[src/rtl/hrw_pkg.sv]
package hrw_pkg;

   typedef enum logic [1:0] {
      SEL_BASE = 2'd0,
      SEL_MASK = 2'd1,
      SEL_ENAB = 2'd2,
      SEL_STAT = 2'd3
   } cfg_sel_e;

   localparam int unsigned DEF_ADDR_W   = 32;
   localparam int unsigned DEF_GRAN_W   = 16;
   localparam int unsigned DEF_FWH_BIT  = 10;
   localparam int unsigned DEF_FWD_BIT  = 8;
   localparam int unsigned DEF_MODE_BIT = 17;

endpackage

[src/rtl/hrw_cfg_regs.sv]
module hrw_cfg_regs
   import hrw_pkg::*;
#(
   parameter int unsigned CFG_W    = 32,
   parameter int unsigned FWH_BIT  = DEF_FWH_BIT,
   parameter int unsigned FWD_BIT  = DEF_FWD_BIT,
   parameter int unsigned MODE_BIT = DEF_MODE_BIT
) (
   input  logic             clk,
   input  logic             rst_n,
   input  logic             cfg_we,
   input  logic [1:0]       cfg_sel,
   input  logic [CFG_W-1:0] cfg_wdata,
   input  logic [CFG_W-1:0] evt_set,
   output logic [CFG_W-1:0] base_q,
   output logic [CFG_W-1:0] mask_q,
   output logic             enab_ok,
   output logic [CFG_W-1:0] status_q
);

   logic [CFG_W-1:0] enab_q;
   logic             wr_base;
   logic             wr_mask;
   logic             wr_enab;
   logic             wr_stat;

   always_comb begin
      wr_base = cfg_we && (cfg_sel_e'(cfg_sel) == SEL_BASE);
      wr_mask = cfg_we && (cfg_sel_e'(cfg_sel) == SEL_MASK);
      wr_enab = cfg_we && (cfg_sel_e'(cfg_sel) == SEL_ENAB);
      wr_stat = cfg_we && (cfg_sel_e'(cfg_sel) == SEL_STAT);
   end

   always_ff @(posedge clk or negedge rst_n) begin
      if (!rst_n) begin
         base_q <= '0;
         mask_q <= '0;
         enab_q <= '0;
      end else begin
         if (wr_base) base_q <= cfg_wdata;
         if (wr_mask) mask_q <= cfg_wdata;
         if (wr_enab) enab_q <= cfg_wdata;
      end
   end

   assign enab_ok = enab_q[FWH_BIT] & enab_q[FWD_BIT];

   for (genvar gi = 0; gi < CFG_W; gi++) begin : g_stat
      if (gi == MODE_BIT) begin : g_mode
         always_ff @(posedge clk or negedge rst_n) begin
            if (!rst_n)       status_q[gi] <= 1'b0;
            else if (wr_stat) status_q[gi] <= cfg_wdata[gi];
         end
      end else begin : g_w1c
         always_ff @(posedge clk or negedge rst_n) begin
            if (!rst_n) status_q[gi] <= 1'b0;
            else        status_q[gi] <= evt_set[gi] |
                                        (status_q[gi] & ~(wr_stat & cfg_wdata[gi]));
         end
      end
   end

endmodule

[src/rtl/hrw_window_match.sv]
module hrw_window_match #(
   parameter int unsigned ADDR_W = 32,
   parameter int unsigned GRAN_W = 16,
   localparam int unsigned HI_W  = ADDR_W - GRAN_W,
   localparam int unsigned CFG_W = 2 * HI_W
) (
   input  logic [ADDR_W-1:0] host_addr,
   input  logic [CFG_W-1:0]  base_q,
   input  logic [CFG_W-1:0]  mask_q,
   input  logic              enab_ok,
   output logic              hit_raw,
   output logic [ADDR_W-1:0] xaddr
);

   logic [HI_W-1:0] host_hi;
   logic [HI_W-1:0] lbase;
   logic [HI_W-1:0] hbase;
   logic [HI_W-1:0] rep_m;
   logic [HI_W-1:0] keep_m;
   logic [HI_W-1:0] diff;
   logic [HI_W-1:0] hi_out;

   assign host_hi = host_addr[ADDR_W-1:GRAN_W];
   assign lbase   = base_q[CFG_W-1:HI_W];
   assign hbase   = base_q[HI_W-1:0];
   assign rep_m   = mask_q[CFG_W-1:HI_W];
   assign keep_m  = mask_q[HI_W-1:0];

   for (genvar gb = 0; gb < HI_W; gb++) begin : g_bit
      assign diff[gb]   = (host_hi[gb] ^ hbase[gb]) & rep_m[gb];
      assign hi_out[gb] = (rep_m[gb] & lbase[gb]) | (keep_m[gb] & host_hi[gb]);
   end

   assign hit_raw = enab_ok & ~(|diff);
   assign xaddr   = {hi_out, host_addr[GRAN_W-1:0]};

endmodule

[src/rtl/hrw_xlat_stage.sv]
module hrw_xlat_stage #(
   parameter int unsigned ADDR_W = 32
) (
   input  logic              clk,
   input  logic              rst_n,
   input  logic              host_valid,
   input  logic              hit_raw,
   input  logic [ADDR_W-1:0] xaddr,
   output logic              xlat_valid,
   output logic              xlat_hit,
   output logic [ADDR_W-1:0] xlat_addr
);

   logic take;
   assign take = host_valid & hit_raw;

   always_ff @(posedge clk or negedge rst_n) begin
      if (!rst_n) begin
         xlat_valid <= 1'b0;
         xlat_hit   <= 1'b0;
         xlat_addr  <= '0;
      end else begin
         xlat_valid <= host_valid;
         xlat_hit   <= take;
         if (take) xlat_addr <= xaddr;
      end
   end

endmodule

[src/rtl/hrw_remap_window.sv]
module hrw_remap_window
   import hrw_pkg::*;
#(
   parameter int unsigned ADDR_W   = DEF_ADDR_W,
   parameter int unsigned GRAN_W   = DEF_GRAN_W,
   parameter int unsigned FWH_BIT  = DEF_FWH_BIT,
   parameter int unsigned FWD_BIT  = DEF_FWD_BIT,
   parameter int unsigned MODE_BIT = DEF_MODE_BIT,
   localparam int unsigned HI_W    = ADDR_W - GRAN_W,
   localparam int unsigned CFG_W   = 2 * HI_W
) (
   input  logic              clk,
   input  logic              rst_n,
   input  logic              cfg_we,
   input  logic [1:0]        cfg_sel,
   input  logic [CFG_W-1:0]  cfg_wdata,
   input  logic [CFG_W-1:0]  evt_set,
   input  logic              host_valid,
   input  logic [ADDR_W-1:0] host_addr,
   output logic              xlat_valid,
   output logic              xlat_hit,
   output logic [ADDR_W-1:0] xlat_addr,
   output logic [CFG_W-1:0]  status_q,
   output logic              fwd_mode
);

   if (GRAN_W == 0 || GRAN_W >= ADDR_W) begin : g_bad_gran
      $error("hrw_remap_window: GRAN_W must lie strictly between 0 and ADDR_W");
   end
   if (FWH_BIT >= CFG_W || FWD_BIT >= CFG_W || MODE_BIT >= CFG_W) begin : g_bad_bits
      $error("hrw_remap_window: control bit index outside register width");
   end
   if (FWH_BIT == FWD_BIT) begin : g_bad_en
      $error("hrw_remap_window: the two enable bits must differ");
   end

   logic [CFG_W-1:0]  base_q;
   logic [CFG_W-1:0]  mask_q;
   logic              enab_ok;
   logic              hit_raw;
   logic [ADDR_W-1:0] xaddr;

   hrw_cfg_regs #(
      .CFG_W    (CFG_W),
      .FWH_BIT  (FWH_BIT),
      .FWD_BIT  (FWD_BIT),
      .MODE_BIT (MODE_BIT)
   ) u_regs (
      .clk       (clk),
      .rst_n     (rst_n),
      .cfg_we    (cfg_we),
      .cfg_sel   (cfg_sel),
      .cfg_wdata (cfg_wdata),
      .evt_set   (evt_set),
      .base_q    (base_q),
      .mask_q    (mask_q),
      .enab_ok   (enab_ok),
      .status_q  (status_q)
   );

   hrw_window_match #(
      .ADDR_W (ADDR_W),
      .GRAN_W (GRAN_W)
   ) u_match (
      .host_addr (host_addr),
      .base_q    (base_q),
      .mask_q    (mask_q),
      .enab_ok   (enab_ok),
      .hit_raw   (hit_raw),
      .xaddr     (xaddr)
   );

   hrw_xlat_stage #(
      .ADDR_W (ADDR_W)
   ) u_stage (
      .clk        (clk),
      .rst_n      (rst_n),
      .host_valid (host_valid),
      .hit_raw    (hit_raw),
      .xaddr      (xaddr),
      .xlat_valid (xlat_valid),
      .xlat_hit   (xlat_hit),
      .xlat_addr  (xlat_addr)
   );

   assign fwd_mode = status_q[MODE_BIT];

endmodule

[config.mk]
export PLATFORM = sky130hd
export DESIGN_NAME = hrw_remap_window
export DESIGN_NICKNAME = d
export VERILOG_FILES = /design/src/rtl/hrw_pkg.sv /design/src/rtl/hrw_cfg_regs.sv /design/src/rtl/hrw_window_match.sv /design/src/rtl/hrw_xlat_stage.sv /design/src/rtl/hrw_remap_window.sv
export SDC_FILE = /design/constraint.sdc
export NUM_CORES = 1
export LEC_CHECK = 0
export BUFFER_PORTS_ARGS = -buffer_cell sky130_fd_sc_hd__buf_2
export CAP_MARGIN = 10
export CORE_ASPECT_RATIO = 0.7
export CORE_MARGIN = 5
export CORE_UTILIZATION = 45
export CTS_CLUSTER_DIAMETER = 30
export DETAILED_ROUTE_END_ITERATION = 8
export PLACE_DENSITY = 0.84
export SETUP_SLACK_MARGIN = 0.15
export SYNTH_ARGS = -nofsm -noshare
export SYNTH_HDL_FRONTEND = slang
export SYNTH_SLANG_ARGS = --single-unit
[constraint.sdc]
create_clock -name clk -period 2.35 [get_ports clk]
set_clock_uncertainty 0.15 [all_clocks]
set_input_delay 0.47 -clock clk [delete_from_list [all_inputs] [get_ports clk]]
set_output_delay 0.47 -clock clk [all_outputs]
set_load 0.02 [all_outputs]
==> results of run 1 <==
[critical path, cell delays in order (launching register included)]
cell	delay (ns)
dfrtp_1	0.38
xor2_1	0.17
a222oi_1	0.41
inv_1	0.14
nor3_4	0.25
buf_12	0.21
mux2_2	0.35
[where the power goes]
group	switching, W	total, W	leakage (nW)	internal, W
clock network	0.000942	0.00269	0.297	0.00175
logic	0.000519	0.00104	1.45	0.000523
registers	0.000207	0.00283	1.54	0.00262
total	0.00167	0.00656	3.29	0.00489
[metal layers]
metal	track usage	vias up
met1	0.224	1786
met4	0.0474	0
li1	-	1642
met3	0.0748	11
met5	0	-
met2	0.309	122
[cell usage after synthesis, drive strengths merged]
library cell  number
nand2             31
a22o              16
xor2              16
nor3               1
clkbuf             6
dfrtp            132
nand3              2
buf                8
nand3b             2
nor3b              1
and3               1
a21oi              1
a21o              31
a22oi              6
mux2              99
a222oi             1
inv                1
nand4              1
[how the worst max path moves through the flow]
stage,start,to,depth (start not counted)
floorplan,host_addr[18],u_stage.xlat_addr[10],6
global placement,host_addr[19],u_stage.xlat_addr[29],7
detailed placement,host_addr[18],u_stage.xlat_addr[12],7
CTS,u_regs.base_q[2],u_stage.xlat_addr[30],6
global route,u_regs.base_q[2],u_stage.xlat_addr[29],6
finish,u_regs.base_q[2],u_stage.xlat_addr[12],6
[sequential cells by signal, indices dropped and copies added, names as in the netlist]
signal / cells
u_regs.enab_q: 2
u_regs.status_q: 32
u_regs.mask_q: 32
u_stage.xlat_hit: 1
u_stage.xlat_addr: 32
u_stage.xlat_valid: 1
u_regs.base_q: 32
[logic make-up after synthesis]
family	Yosys count	synth area share
XOR/XNOR	16	0.0267
AND/OR/NAND/NOR	39	0.0338
flip-flops	132	0.629
AO/OA/AOI/OAI	55	0.0824
buffers and inverters	15	0.0164
multiplexers	99	0.212
[repair_timing]
item	4_1_cts	5_1_grt
hold buffers	1	0
hold endpoints to repair	37	0
pin swaps	1	0
setup endpoints to repair	32	32
[metrics by stage]
stage               power (W)  utilization  std cells
CTS                   0.00663        0.602        709
floorplan             0.00346            -        356
global route          0.00689        0.602        709
detailed placement    0.00392        0.548        676
finish                0.00656        0.602        709
global placement      0.00384        0.548        676
[layout make-up]
class / instances / share of cell area
Tap cell: 157 / 0.0282
Inverter: 1 / 0.000540
Clock inverter: 9 / 0.0182
Sequential cell: 132 / 0.475
Multi-Input combinational cell: 209 / 0.269
Timing Repair Buffer: 178 / 0.140
Clock buffer: 23 / 0.0687
==> results.sh, run 1 <==
export IMPL_finalWorstSetupSlack_ns=0.133
export IMPL_arrival_ns=2.35
export IMPL_rr_startpoint="u_regs.base_q[2]"
export IMPL_rsz0062_at_grt="yes"
export IMPL_dieWidth_um=139
export IMPL_tightest_slew_ns=0.396
export IMPL_fp_coreArea_um2=11600
export IMPL_hold_violations=0
export IMPL_clockBufferDepth=2
export IMPL_yosysTopAreaCell="dfrtp_1"
export IMPL_ff2ff_path_depth=6
export IMPL_crit_fanout=25
export IMPL_cts_resized_gates=0
export IMPL_cap_violations=0
export IMPL_wl_met2_um=6120
export IMPL_wl_um=12200
export IMPL_final_common_cell="buf_2"
export IMPL_slew_violations=0
export IMPL_cp_end_kind="flip-flop"
export IMPL_syn_cell_area_um2=5260
export IMPL_min_from="host_valid"
export IMPL_hpwl_um=8880
export IMPL_initial_core_util=0.455
export IMPL_status="finished, final reports clean"
export IMPL_relSlewSlack=0.736
export IMPL_ant_nets=0
export IMPL_critPathKind="reg -> reg"
export IMPL_drt_first_pass_iters=4
export IMPL_synth_area_top_cells="dfrtp_1 (63%), mux2_2 (21%), a21o_1 (4.4%)"
export IMPL_htree_levels=4
export IMPL_period_minus_slack_ns=2.22
export IMPL_initialDrtViolationCount=123
export IMPL_min_to="u_stage.xlat_valid"
export IMPL_p_leak_nw=3.29
export IMPL_io_pins=169
export IMPL_die_h_um=100
export IMPL_synth_warnings=0
export IMPL_syn_avg_cell_area_um2=14.8
export IMPL_cts_made_buffers=17
export IMPL_synth_top_area_share=0.629
export IMPL_synth_seq_area_share=0.629
export IMPL_required_ns=2.49
export IMPL_overflow=0
export IMPL_worst_setup_path_start_kind="flip-flop"
export IMPL_clk_pin_slew_ns=0.06
export IMPL_syn2layout_area_growth_pct=32.4
export IMPL_syn_nets=458
export IMPL_rows=33
export IMPL_power_density_nw_per_um2=943
export IMPL_setup_violations_final=0
export IMPL_yosysUniqueCellTypes=22
export IMPL_cts_sink_count=132
export IMPL_peakVddDrop_mv=0.672
export IMPL_finalNetCount=641
export IMPL_grt_pass1_wl_um=20200
export IMPL_grt_max_degree=70
export IMPL_rrSetupSlack_ns=0.13
export IMPL_viasPerCell=5.02
export IMPL_layout_cells_most_common_list="buf_2 (166), dfrtp_1 (132), mux2_2 (98)"
export IMPL_min_path_type="in -> reg"
export IMPL_filler_cell_count=910
export IMPL_postCtsSetupBuffers=0
export IMPL_portBuffers=167
export IMPL_min_period_over_period=0.943
export IMPL_route_met3_wl_um=922
export IMPL_placed_area_um2=6340
export IMPL_clock_latency_ns=0.41
export IMPL_hold_depth=1
export IMPL_stdcell_area_um2=6960
export IMPL_diodes=0
export IMPL_cts_root_buf="clkbuf_16"
export IMPL_track_usage=0.184
export IMPL_num_vias=3561
export IMPL_area_sequential_um2=3300
export IMPL_top_layer="met4"
export IMPL_dieArea_um2=14000
export IMPL_place_gp_congestion=0.741
export IMPL_drt_wirelength_per_cell_um=17.2
export IMPL_drt_met1_wl_um=5070
export IMPL_drive_above_1_share=0.554
export IMPL_cts_tree="built"
export IMPL_setup_tns_ns=0
export IMPL_drc_errors=0
export IMPL_preCtsSetupSlack_ns=-0.0256
export IMPL_ys_ff_latch=132
export IMPL_fmax_mhz=451
export IMPL_synthCells=356
export IMPL_holdWs_ns=0.0343
export IMPL_reg2reg_to="u_stage.xlat_addr[12]"
export IMPL_antenna_found_initial=0
export IMPL_multi_input_area_um2=1870
export IMPL_grt_pass1_vias=4020
Power figures use the tool's default switching activity.
==> inputs of run 2 (changes only) <==
--- a/config.mk
+++ b/config.mk
@@ -8,7 +8,6 @@
 export BUFFER_PORTS_ARGS = -buffer_cell sky130_fd_sc_hd__buf_2
 export CAP_MARGIN = 10
 export CORE_ASPECT_RATIO = 0.7
-export CORE_MARGIN = 5
 export CORE_UTILIZATION = 45
 export CTS_CLUSTER_DIAMETER = 30
 export DETAILED_ROUTE_END_ITERATION = 8
==> run 2 against run 1 <==
- setup slack improved by 0.024 ns
- via count up 1.7%
- core utilization is 3.5 points higher
- largest cell class unchanged
- final area up 2.3%
- flip-flop and latch count stayed put
- wire length increased by 1.4%
- die area fell by 13%
==> results.sh, run 2 (same netlist as run 1, synthesis figures left out) <==
export IMPL_status="finished, final reports clean"
export IMPL_htree_levels=4
export IMPL_hold_depth=1
export IMPL_io_pins=169
export IMPL_preCtsSetupSlack_ns=-0.0387
export IMPL_cp_cell_sequence="xor2_2 > a222oi_1 > inv_1 > nor3_4 > buf_6 > clkbuf_16 > mux2_4"
export IMPL_cts_root_buf="clkbuf_16"
export IMPL_rows=32
export IMPL_hpwl_um=8270
export IMPL_drt_first_pass_iters=4
export IMPL_cts_sink_count=132
export IMPL_layout_cells_most_common_list="buf_2 (166), dfrtp_1 (132), mux2_2 (81)"
export IMPL_cts_tree="built"
export IMPL_slowest_delay_ns=0.41
export IMPL_min_to="u_stage.xlat_valid"
export IMPL_min_path_type="in -> reg"
export IMPL_diodes=0
export IMPL_period_minus_slack_ns=2.19
export IMPL_ff2ff_path_depth=7
export IMPL_reg2reg_to="u_stage.xlat_addr[5]"
export IMPL_grt_pass1_wl_um=19000
export IMPL_initial_core_util=0.470
export IMPL_holdWs_ns=0.0277
export IMPL_clock_latency_ns=0.42
export IMPL_num_vias=3620
export IMPL_min_from="host_valid"
export IMPL_tightest_slew_ns=0.453
export IMPL_relSlewSlack=0.698
export IMPL_dieWidth_um=131
export IMPL_setup_violations_final=0
export IMPL_wl_um=12400
export IMPL_syn2layout_area_growth_pct=35.4
export IMPL_cp_end_kind="flip-flop"
export IMPL_rsz0062_at_grt="yes"
export IMPL_ant_nets=0
export IMPL_crit_slowest_cell="dfrtp_1"
export IMPL_viasPerCell=5.09
export IMPL_cts_made_buffers=17
export IMPL_slew_violations=0
export IMPL_rrSetupSlack_ns=0.16
export IMPL_overflow=0
export IMPL_finalWorstSetupSlack_ns=0.157
export IMPL_portBuffers=167
export IMPL_worst_setup_path_start_kind="flip-flop"
export IMPL_setup_tns_ns=0
export IMPL_hold_violations=0
export IMPL_power_w=0.00661
export IMPL_min_period_over_period=0.933
export IMPL_final_common_cell="buf_2"
export IMPL_critPathKind="reg -> reg"
export IMPL_final_core_util=0.637
export IMPL_track_usage=0.206
export IMPL_die_h_um=92.4
export IMPL_drive_above_1_share=0.566
export IMPL_initialDrtViolationCount=166
export IMPL_antenna_found_initial=1
export IMPL_dieArea_um2=12100
export IMPL_power_density_nw_per_um2=929
export IMPL_required_ns=2.50
export IMPL_cap_violations=0
export IMPL_clockBufferDepth=2
export IMPL_drt_wirelength_per_cell_um=17.4
export IMPL_grt_pass1_vias=3660
export IMPL_grt_max_degree=86
export IMPL_arrival_ns=2.34
export IMPL_rr_startpoint="u_regs.base_q[2]"
export IMPL_fp_coreArea_um2=11200
export IMPL_finalNetCount=647
export IMPL_p_leak_nw=3.36
export IMPL_fmax_mhz=456
export IMPL_peakVddDrop_mv=0.585
export IMPL_place_gp_congestion=0.829
export IMPL_drc_errors=0
export IMPL_clk_pin_slew_ns=0.06
export IMPL_crit_fanout=6
run 2: layer usage:
| layer | vias to the layer above | share of wire | GRT usage |
|---|---|---|---|
| li1 | 1657 | - | - |
| met1 | 1818 | 0.46 | 0.259 |
| met2 | 126 | 0.47 | 0.343 |
| met3 | 17 | 0.058 | 0.0706 |
| met4 | 2 | 0.0090 | 0.0500 |
| met5 | - | 0.0010 | 0 |
run 2: critical path: cells and delay by family (launching register included):
kind	cells	cell delay, ns
buffers and inverters	3	0.47
multiplexers	1	0.30
AND/OR/NAND/NOR	1	0.21
flip-flops	1	0.41
XOR/XNOR	1	0.16
AO/OA/AOI/OAI	1	0.37
run 2: how the worst max path moves through the flow:
stage                            from                    end  slack (ns)
floorplan               host_addr[18]  u_stage.xlat_addr[10]        0.24
global placement        host_addr[26]  u_stage.xlat_addr[15]       0.002
detailed placement      host_addr[26]  u_stage.xlat_addr[15]       -0.04
CTS                  u_regs.base_q[2]   u_stage.xlat_addr[9]        0.12
global route        u_regs.base_q[10]   u_stage.xlat_addr[4]        0.04
finish               u_regs.base_q[2]   u_stage.xlat_addr[5]        0.16
run 2: timing repair:
| item | 4_1_cts | 5_1_grt |
|---|---|---|
| pin swaps | 0 | 3 |
| hold endpoints to repair | 31 | 0 |
| hold buffers | 1 | 0 |
| gates cloned | 0 | 3 |
| setup endpoints to repair | 28 | 32 |
| setup buffers | 0 | 2 |
| gates resized for setup | 0 | 21 |
run 2: cell type report:
type / count / area, um2
clock inverter: 13 / 159
sequential: 132 / 3300
tap: 153 / 191
clock buffer: 19 / 443
inverter: 1 / 3.75
timing repair buffer: 184 / 1070
fill: 825 / 4060
multi-input combinational: 209 / 1950
run 2: report_power, final:
group / internal, W / leakage (nW) / total, W / switching, W
logic: 0.000568 / 1.52 / 0.00109 / 0.000519
registers: 0.00262 / 1.54 / 0.00284 / 0.000214
clock network: 0.00169 / 0.300 / 0.00268 / 0.000992
total: 0.00488 / 3.36 / 0.00661 / 0.00173
run 2: through the flow:
step | instance area, um2 | instances
final | 7110 | 711
after global routing | 7110 | 711
after CTS | 6960 | 706
after detailed placement | 6340 | 673
after global placement | 6340 | 673
after floorplan | 5260 | 356
==> inputs of run 3 (changes only) <==
--- a/config.mk
+++ b/config.mk
@@ -11,7 +11,8 @@
 export CORE_UTILIZATION = 45
 export CTS_CLUSTER_DIAMETER = 30
 export DETAILED_ROUTE_END_ITERATION = 8
-export PLACE_DENSITY = 0.84
+export MAX_ROUTING_LAYER = met4
+export PLACE_DENSITY = 0.72
 export SETUP_SLACK_MARGIN = 0.15
 export SYNTH_ARGS = -nofsm -noshare
 export SYNTH_HDL_FRONTEND = slang
==> run 3 against run 2 <==
- sequential power about the same
- global-route usage up 0.36 points
- die area unchanged
- register-to-register slack worse by 0.04 ns
- first-iteration DRC count down 37%
- total power down 1.0%
- wire length down 7.7%
- core utilization down 1.0 points
- fmax down 1.7%
- clock power about the same
- final cell count down 0.28%
==> results.sh, run 3 (same netlist as run 1, synthesis figures left out) <==
export IMPL_htree_levels=4
export IMPL_critPathKind="reg -> reg"
export IMPL_cts_tree="built"
export IMPL_status="finished, final reports clean"
export IMPL_place_gp_congestion=0.776
export IMPL_die_h_um=92.4
export IMPL_cts_sink_count=132
export IMPL_dpl_cell_count=675
export IMPL_grt_max_degree=65
export IMPL_min_from="host_valid"
export IMPL_hpwl_um=8250
export IMPL_grt_pass1_vias=3760
export IMPL_viasPerCell=4.96
export IMPL_critPathTopFamily="compound AO/OA/AOI/OAI gates"
export IMPL_rsz0062_at_grt="yes"
export IMPL_instances_no_fill=709
export IMPL_placed_area_um2=6350
export IMPL_p_leak_nw=3.31
export IMPL_overflow=0
export IMPL_initial_core_util=0.470
export IMPL_diodes=0
export IMPL_startpoint="u_regs.base_q[2]"
export IMPL_relSlewSlack=0.607
export IMPL_crit_fanout=25
export IMPL_peakVddDrop_mv=0.501
export IMPL_cap_violations=0
export IMPL_reg2reg_to="u_stage.xlat_addr[0]"
export IMPL_io_pins=169
export IMPL_hold_depth=1
export IMPL_ant_nets=0
export IMPL_min_to="u_stage.xlat_valid"
export IMPL_rrSetupSlack_ns=0.12
export IMPL_initialDrtViolationCount=105
export IMPL_drt_wirelength_per_cell_um=16.1
export IMPL_finalNetCount=645
export IMPL_num_vias=3519
export IMPL_clk_pin_slew_ns=0.06
export IMPL_slew_violations=0
export IMPL_path_buf_inv=2
export IMPL_rr_startpoint="u_regs.base_q[2]"
export IMPL_fp_coreArea_um2=11200
export IMPL_fmax_mhz=448
export IMPL_layout_cells_most_common_list="buf_2 (166), dfrtp_1 (132), mux2_2 (91)"
export IMPL_cts_root_buf="clkbuf_16"
export IMPL_cp_cell_sequence="xor2_1 > a222oi_1 > inv_1 > nor3_4 > buf_12 > mux2_2"
export IMPL_setup_violations_final=0
export IMPL_antenna_found_initial=0
export IMPL_drive_above_1_share=0.563
export IMPL_drc_errors=0
export IMPL_required_ns=2.49
export IMPL_cp_end_kind="flip-flop"
export IMPL_syn2layout_area_growth_pct=33.2
export IMPL_wl_um=11400
export IMPL_tightest_slew_ns=0.590
export IMPL_portBuffers=167
export IMPL_arrival_ns=2.37
export IMPL_dieWidth_um=131
export IMPL_drt_first_pass_iters=4
export IMPL_period_minus_slack_ns=2.23
export IMPL_clock_latency_ns=0.41
export IMPL_final_common_cell="buf_2"
export IMPL_stdcell_area_um2=7000
export IMPL_min_path_type="in -> reg"
export IMPL_grt_pass1_wl_um=18700
export IMPL_crit_slowest_cell="a222oi_1"
export IMPL_worst_setup_path_start_kind="flip-flop"
export IMPL_hold_violations=0
export IMPL_slowest_delay_ns=0.42
export IMPL_power_density_nw_per_um2=934
export IMPL_ff2ff_path_depth=6
export IMPL_power_w=0.00654
export IMPL_min_period_over_period=0.949
export IMPL_clockBufferDepth=2
export IMPL_cts_made_buffers=17
export IMPL_dieArea_um2=12100
export IMPL_final_core_util=0.627
export IMPL_track_usage=0.210
export IMPL_rows=32
## run 3: cell type report
type                            instances  area, um2
Clock inverter                         15        181
Timing Repair Buffer                  182        998
Inverter                                1       3.75
Sequential cell                       132       3300
Fill cell                             876       4170
Tap cell                              153        191
Multi-Input combinational cell        209       1900
Clock buffer                           17        425
## run 3: what timing repair did
| action | 4_1_cts | 5_1_grt |
|---|---|---|
| pin swaps | 1 | 0 |
| hold buffers | 1 | 0 |
| setup buffers | 0 | 1 |
| gates resized for setup | 0 | 8 |
| endpoints found under the setup margin | 14 | 32 |
| hold endpoints to repair | 59 | 0 |
## run 3: per-stage QoR
step	worst slack [ns]	TNS, ns	hold WS (ns)
detailed placement	-0.0481	-0.771	0.310
floorplan	0.237	0	0.0244
finish	0.119	0	0.0404
CTS	0.140	0	0.0249
global placement	-0.0258	-0.409	0.302
global route	0.0901	0	0.0190
## run 3: metal layers
metal	GRT usage	part of all wire
met3	0.0739	0.059
met5	-	0
met1	0.254	0.46
met4	0.0529	0.0061
met2	0.336	0.47
## run 3: where the power goes
| part | switching [W] | total (W) | internal (W) |
|---|---|---|---|
| combinational | 0.000512 | 0.00105 | 0.000540 |
| clock | 0.000994 | 0.00267 | 0.00167 |
| sequential | 0.000198 | 0.00282 | 0.00262 |
| total | 0.00170 | 0.00654 | 0.00483 |
## run 3: worst max path at each step
stage,slack (ns),cells after the start,end
final,0.12,6,u_stage.xlat_addr[0]
after global routing,0.09,6,u_stage.xlat_addr[17]
after CTS,0.14,6,u_stage.xlat_addr[26]
after detailed placement,-0.05,7,u_stage.xlat_addr[24]
after global placement,-0.03,7,u_stage.xlat_addr[18]
after floorplan,0.24,6,u_stage.xlat_addr[10]
